===== src/rtl/msix_cap_pkg.sv =====
package msix_cap_pkg;

  localparam int DW_BYTES   = 4;
  localparam int IDX_W      = 2;
  localparam int SIZE_W     = 11;
  localparam int BIR_W      = 3;
  localparam int CTRL_HI_OFS = 3;            // byte offset of the upper control byte
  localparam logic [7:0] CTRL_HI_WMASK = 8'hC0;

  typedef logic [IDX_W-1:0] dw_idx_t;

  typedef enum logic [IDX_W-1:0] {
    DW_HEADER = 2'd0,
    DW_TABLE  = 2'd1,
    DW_PBA    = 2'd2,
    DW_RSVD   = 2'd3
  } dw_sel_e;

  function automatic logic [SIZE_W-1:0] size_field(int n);
    return SIZE_W'(n - 1);
  endfunction

  function automatic logic [31:0] table_word(int bar);
    return {29'd0, BIR_W'(bar)};
  endfunction

  function automatic logic [31:0] pba_word(int n, int bar);
    return (32'(n) << 4) | {29'd0, BIR_W'(bar)};
  endfunction

  function automatic logic [31:0] header_word(logic [7:0] id, logic [7:0] nxt,
                                               int n, logic en, logic fm);
    return {en, fm, 3'b000, size_field(n), nxt, id};
  endfunction

  function automatic logic [7:0] merge_byte(logic [7:0] old_b, logic [7:0] new_b,
                                            logic [7:0] wmask);
    return (old_b & ~wmask) | (new_b & wmask);
  endfunction

endpackage


===== src/rtl/msix_wr_merge.sv =====
module msix_wr_merge
  import msix_cap_pkg::*;
(
  input  logic          wr_en,
  input  dw_idx_t       wr_idx,
  input  logic [3:0]    wr_be,
  input  logic [31:0]   wr_data,
  input  logic          cur_en,
  input  logic          cur_fm,
  output logic          lane_hit,
  output logic          nxt_en,
  output logic          nxt_fm
);

  logic [7:0] ctrl_b;

  // Apply enabled bytes one at a time, lowest address first.
  always_comb begin
    ctrl_b   = {cur_en, cur_fm, 6'd0};
    lane_hit = 1'b0;
    for (int b = 0; b < DW_BYTES; b++) begin
      if (wr_en && wr_be[b]) begin
        if ({wr_idx, 2'(b)} == 4'(CTRL_HI_OFS)) begin
          ctrl_b   = merge_byte(ctrl_b, wr_data[8*b +: 8], CTRL_HI_WMASK);
          lane_hit = 1'b1;
        end
      end
    end
    nxt_en = ctrl_b[7];
    nxt_fm = ctrl_b[6];
  end

endmodule


===== src/rtl/msix_ctrl_bits.sv =====
module msix_ctrl_bits (
  input  logic clk,
  input  logic rst_n,
  input  logic lane_hit,
  input  logic nxt_en,
  input  logic nxt_fm,
  output logic enable,
  output logic fmask,
  output logic unmask_evt,
  output logic rescan
);

  logic mask_released;
  logic enable_raised;

  assign mask_released = lane_hit && fmask && !nxt_fm;
  assign enable_raised = lane_hit && !enable && nxt_en;
  assign unmask_evt    = mask_released || enable_raised;

  always_ff @(posedge clk or negedge rst_n) begin
    if (!rst_n) begin
      enable <= 1'b0;
      fmask  <= 1'b0;
      rescan <= 1'b0;
    end else begin
      rescan <= unmask_evt;
      if (lane_hit) begin
        enable <= nxt_en;
        fmask  <= nxt_fm;
      end
    end
  end

endmodule


===== src/rtl/msix_rd_port.sv =====
module msix_rd_port
  import msix_cap_pkg::*;
#(
  parameter int         NUM_VEC  = 20,
  parameter int         BAR_IDX  = 3,
  parameter logic [7:0] CAP_ID   = 8'h11,
  parameter logic [7:0] NEXT_PTR = 8'h70
) (
  input  logic        clk,
  input  logic        rst_n,
  input  logic        rd_en,
  input  dw_idx_t     rd_idx,
  input  logic        enable,
  input  logic        fmask,
  output logic [31:0] rd_data
);

  localparam logic [31:0] TABLE_DW = table_word(BAR_IDX);
  localparam logic [31:0] PBA_DW   = pba_word(NUM_VEC, BAR_IDX);

  logic [31:0] rd_mux;

  always_comb begin
    unique case (dw_sel_e'(rd_idx))
      DW_HEADER: rd_mux = header_word(CAP_ID, NEXT_PTR, NUM_VEC, enable, fmask);
      DW_TABLE:  rd_mux = TABLE_DW;
      DW_PBA:    rd_mux = PBA_DW;
      default:   rd_mux = 32'd0;
    endcase
  end

  always_ff @(posedge clk or negedge rst_n) begin
    if (!rst_n)     rd_data <= 32'd0;
    else if (rd_en) rd_data <= rd_mux;
  end

endmodule


===== src/rtl/msix_cap_regs.sv =====
module msix_cap_regs
  import msix_cap_pkg::*;
#(
  parameter int         NUM_VEC  = 20,
  parameter int         BAR_IDX  = 3,
  parameter logic [7:0] CAP_ID   = 8'h11,
  parameter logic [7:0] NEXT_PTR = 8'h70
) (
  input  logic        clk,
  input  logic        rst_n,
  input  logic        wr_en,
  input  logic [1:0]  wr_idx,
  input  logic [3:0]  wr_be,
  input  logic [31:0] wr_data,
  input  logic        rd_en,
  input  logic [1:0]  rd_idx,
  output logic [31:0] rd_data,
  output logic        msix_enable,
  output logic        func_mask,
  output logic        rescan_pulse
);

  logic lane_hit;
  logic nxt_en;
  logic nxt_fm;
  logic unmask_evt;

  msix_wr_merge u_merge (
    .wr_en    (wr_en),
    .wr_idx   (wr_idx),
    .wr_be    (wr_be),
    .wr_data  (wr_data),
    .cur_en   (msix_enable),
    .cur_fm   (func_mask),
    .lane_hit (lane_hit),
    .nxt_en   (nxt_en),
    .nxt_fm   (nxt_fm)
  );

  msix_ctrl_bits u_ctrl (
    .clk        (clk),
    .rst_n      (rst_n),
    .lane_hit   (lane_hit),
    .nxt_en     (nxt_en),
    .nxt_fm     (nxt_fm),
    .enable     (msix_enable),
    .fmask      (func_mask),
    .unmask_evt (unmask_evt),
    .rescan     (rescan_pulse)
  );

  msix_rd_port #(
    .NUM_VEC  (NUM_VEC),
    .BAR_IDX  (BAR_IDX),
    .CAP_ID   (CAP_ID),
    .NEXT_PTR (NEXT_PTR)
  ) u_rd (
    .clk     (clk),
    .rst_n   (rst_n),
    .rd_en   (rd_en),
    .rd_idx  (rd_idx),
    .enable  (msix_enable),
    .fmask   (func_mask),
    .rd_data (rd_data)
  );

endmodule


===== config.mk =====
export PLATFORM = sky130hd
export DESIGN_NAME = msix_cap_regs
export DESIGN_NICKNAME = d
export VERILOG_FILES = /design/src/rtl/msix_cap_pkg.sv /design/src/rtl/msix_wr_merge.sv /design/src/rtl/msix_ctrl_bits.sv /design/src/rtl/msix_rd_port.sv /design/src/rtl/msix_cap_regs.sv
export SDC_FILE = /design/constraint.sdc
export NUM_CORES = 1
export LEC_CHECK = 0
export CORE_AREA = 2 2 55 57
export CTS_BUF_LIST = sky130_fd_sc_hd__clkbuf_8
export DETAILED_ROUTE_END_ITERATION = 16
export DIE_AREA = 0 0 57 59
export PLACE_DENSITY = 0.77
export SYNTH_ARGS = -nofsm -noshare
export SYNTH_HDL_FRONTEND = slang
export SYNTH_SLANG_ARGS = --single-unit

===== constraint.sdc =====
create_clock -name clk -period 1 [get_ports clk]
set_clock_uncertainty 0.1 [all_clocks]
set_input_delay 0.2 -clock clk [delete_from_list [all_inputs] [get_ports clk]]
set_output_delay 0.2 -clock clk [all_outputs]
set_load 0.02 [all_outputs]

* After elaboration in Yosys (flattened, before gate mapping)
Index checks and enable logic that the tools add are counted.
** Word-level totals
- Flip-flop bits (word level) :: 35
- Input port bits :: 44
- Output and inout bits :: 35
- Word-level logic and storage cells :: 21
** Cells by class
- Equality and inequality tests :: 2
- Multiplexer cells :: 5
- Reduce and logical (&&, ||, !) cells :: 10
** Operators by type and width (count)
- $pmux 32 s3 :: 1
- $mux 8 :: 2
- $logic_and 1x1->1 :: 5
- $logic_not 2->1 :: 2
- $eq 2x1->1 const B :: 1
- $eq 2x2->1 const B :: 1
- $logic_not 1->1 :: 2
- $mux 1 :: 2
- $logic_or 1x1->1 :: 1

* Depth between registers and ports, before layout
- Depth after elaboration :: 6
- Depth in mapped cells :: 4
- Mapped depth without buffers :: 4

* By module
A second synthesis with hierarchy kept.
** Unflattened totals
- Cells, all modules :: 63
- Area total of the unflattened synthesis :: 678.2 um2
** Modules (own cells, without submodules)
- msix_rd_port :: times used 1, cells each 52, area each 510.5 um2, sequential area each 150.1 um2
- msix_ctrl_bits :: times used 1, cells each 8, area each 121.4 um2, sequential area each 75.1 um2
- msix_wr_merge :: times used 1, cells each 3, area each 46.3 um2, sequential area each 0.0 um2

* Worst setup path before layout
No wires, ideal clock.
- Kind :: input to register
- Start :: input wr_idx[0]
- End :: register u_ctrl.enable
- Data arrival time :: 0.821 ns
- Slack :: -0.046 ns
- Cell stages on the path :: 2
- Cell sequence :: and4bb_4 mux2_4
** On the way
- Word-level cells in the longest chain between the ends :: 3
- Elaborated cells on any way between the ends :: 5
- Classes of those cells :: mux: 4; reduce/logical: 1
** RTL lines
- from (decl) :: RTL line msix_cap_regs.sv:12 : input logic [1:0] wr_idx,
- $logic_not 2->1 (*) :: RTL line msix_wr_merge.sv:23 : if ({wr_idx, 2'(b)} == 4'(CTRL_HI_OFS)) begin
- $mux 8 / $mux 1 (equally long branches) :: RTL line msix_wr_merge.sv:23
- $mux 8 / $mux 1 (equally long branches) :: RTL line msix_wr_merge.sv:22 : if (wr_en && wr_be[b]) begin
- to (signal assigned) :: RTL line msix_ctrl_bits.sv:28 : enable <= nxt_en;
- to (decl) :: RTL line msix_ctrl_bits.sv:7 : output logic enable,
Mark *: on every way between the ends. The rest lies on a longest branch, timed or not.
A chain may end at the register's enable or synchronous reset.

==> results.md <==
* Reg2reg path depth at 2
* Total number of vias at 457
* Synth Area in Adders at 7.890%
* WP buf/inv at 1
* Max Cap Violations at 0
* Register area share after synthesis at 35.50%
* N_diodes at 0
* Post-synthesis mux area share at 11.64%
* Initial core utilization at 23.41%
* CTS Buffer Depth at 2
* Critical Path AT at 830 ps
* I/O Buffers at 26
* CP endpoint kind: output port
* Critical path peak fanout at 8
* Root Buffer Master: clkbuf_8
* Dpl cell area at 847.1 µm²
* # rows at 19
* Placed Cells at 115
* CP peak stage delay at 430 ps
* Number of global-route vias before repair at 458
* Global route overflow at 0
* HP Class: primary input to asynchronous set/reset pin
* Max Slew Vio Count at 0
* Largest net degree at the start of global routing at 10
* Final period utilization at 112.9%
* Dpl ws at -545.9 ps
* Synth Instances at 61
* Largest family of logic cells by synthesized area: buffers and inverters
* Startpoint Class: flip-flop
* Mapped cell area at 634.4 µm²
* Routed WL per cell at 9.832 µm
* Clk slew on worst S/H paths at 50 ps
* Clk Latency, worst-skew pair at 230 ps
* DRT antenna net count at 0
* Netlist cell types at 14
* Final Hold Fails at 0
* H-tree depth at 1
* Final setup vio count at 18
* Avg Cell Area, Syn at 10.40 µm²
* First-pass GRT wire length at 1945 µm
* Vias per inst at 3.656
* Complex-gate fraction of the synthesized area at 3.156%
* Final Non-Filler Cells at 125
* Flops & latches, synth at 9
* Post-Synth Simple-Gate Area at 6.706%
* RSZ-0062 raised after global routing: yes
* Sink Count at 9
* Final wirelength at 1229 µm
* Maximum clock frequency at 886.1 MHz
* Pwr dens at 1452 nW/µm²
* Die height at 59 µm
* Ratio of cells with drive above 1 in the final layout at 50.00%
* Outcome: complete, but fails checks
* Most frequent cells in the layout: conb_1 (19), buf_6 (12), buf_4 (9)
* Tot GR Track Use at 7.830%
* CP max stage cell: dfrtp_2
* I/O pin cnt at 79
* Critical Path RT at 700 ps
* Leakage at 0.5103 nW
* Design Area, Final at 949.7 µm²
* Crit path cell chain: buf_2
* CTS hold repair buffers at 0
* Hpwl dp at 962.3 µm
* Post-Synth XOR/XNOR Area at 0%
* Peak supply drop at 0.6632 mV
* Ys Warns at 0
* Post-route setup slack at -128.6 ps
* Chip width at 57 µm
* WS Path Type: flip-flop to output port
* DR pass1 iterations at 2
* Core footprint at 2710 µm²
* Initial antenna violation count at 0
* Final nets at 143
* Fin crit period at 1129 ps
* Failing checks: negative setup slack
* Drt initial violations at 4
* Delay-heaviest family, CP: flip-flops
* DRC Markers at 0
* Area growth syn-to-layout at 49.70%
* Levels on crit path at 1
* Power Total at 1.379 mW
* Util after Layout at 35.04%
* Commonest non-fill, non-tap cell in the layout: conb_1
* # fillers at 295
* CTS tree: yes
* GPL Wtd Cong at 0.6766
* CTS Buf Count at 3
* Die Area at 3363 µm²
registers in the layout, indices dropped and copies added, names as in the netlist:
name           cells
u_rd.rd_data       6
u_ctrl.rescan      1
u_ctrl.fmask       1
u_ctrl.enable      1
final timing paths:
check	from	end	slack (ps)
max in group asynchronous	rst_n	u_rd.rd_data[20]	490
worst min register to register	u_rd.rd_data[1]	u_rd.rd_data[1]	440
min in group clk	rd_idx[0]	u_rd.rd_data[1]	320
worst max-delay path	u_rd.rd_data[20]	rd_data[12]	-130
worst min-delay path	rst_n	u_rd.rd_data[31]	170
worst max register to register	u_rd.rd_data[20]	u_rd.rd_data[20]	-30
Yosys cell counts:
cell type  count  share of area (%)
o22ai_1        2                2.0
ha_1           4                7.9
and4bb_4       1                2.6
mux2_4         2                4.7
dfrtp_1        9                 36
a21boi_1       1                1.2
mux2_2         3                5.3
inv_1          5                3.0
nand2b_1       3                3.0
buf_2          1               0.79
mux2i_1        1                1.6
nand2_1        2                1.2
conb_1         1               0.59
buf_4         26                 31
report_power, final:
| part | total, mW | switching, mW | internal, mW |
|---|---|---|---|
| Clock | 0.409 | 0.142 | 0.267 |
| Sequential | 0.446 | 0.0377 | 0.408 |
| Combinational | 0.524 | 0.258 | 0.266 |
| Total | 1.38 | 0.438 | 0.941 |
routing by layer:
metal	share of wire [%]	GRT usage, %	vias up	wire, µm
met5	0	0	-	0
met4	0	4.983	0	0
met3	13	3.712	0	160
met2	54	14.29	34	669
met1	33	6.892	210	400
li1	-	-	213	-
area by class of cell:
cell class	instances	area, µm²	area share [%]
clock buffer	3	41.29	4.348
clock inverter	1	3.754	0.3953
inverter	5	18.77	1.976
multi-input combinational	38	291.5	30.70
sequential	9	226.5	23.85
tap	31	38.79	4.084
timing repair buffer	38	329.1	34.65
worst register-to-register path: stages, from the launching register on:
cell     delay (ps)
dfrtp_2         430
buf_4           140
mux2_2          250
logic make-up (layout without fill, tap and decap cells):
group	Yosys count	after routing
compound gates	3	3
fa+ha+maj	4	4
buf+inv	32	47
flops	9	9
mux	6	6
other cells	1	19
simple gates	6	6
stage by stage:
step / TNS (ps) / hold slack (ps)
after detailed placement: -8296 / 405.6
after floorplan: -92.73 / -195.6
final: -1411 / 166.7
after CTS: -1579 / 167.9
after global placement: -7871 / 401.6
after global routing: -1967 / 180.8
what timing repair did:
| item | CTS | global route |
|---|---|---|
| endpoints found under the hold margin | 0 | 0 |
| endpoints found under the setup margin | 25 | 23 |
| resized for setup | 96 | 9 |
| setup buffers | 3 | 3 |
| pin swaps | 2 | 3 |
Power figures use the tool's default switching activity.
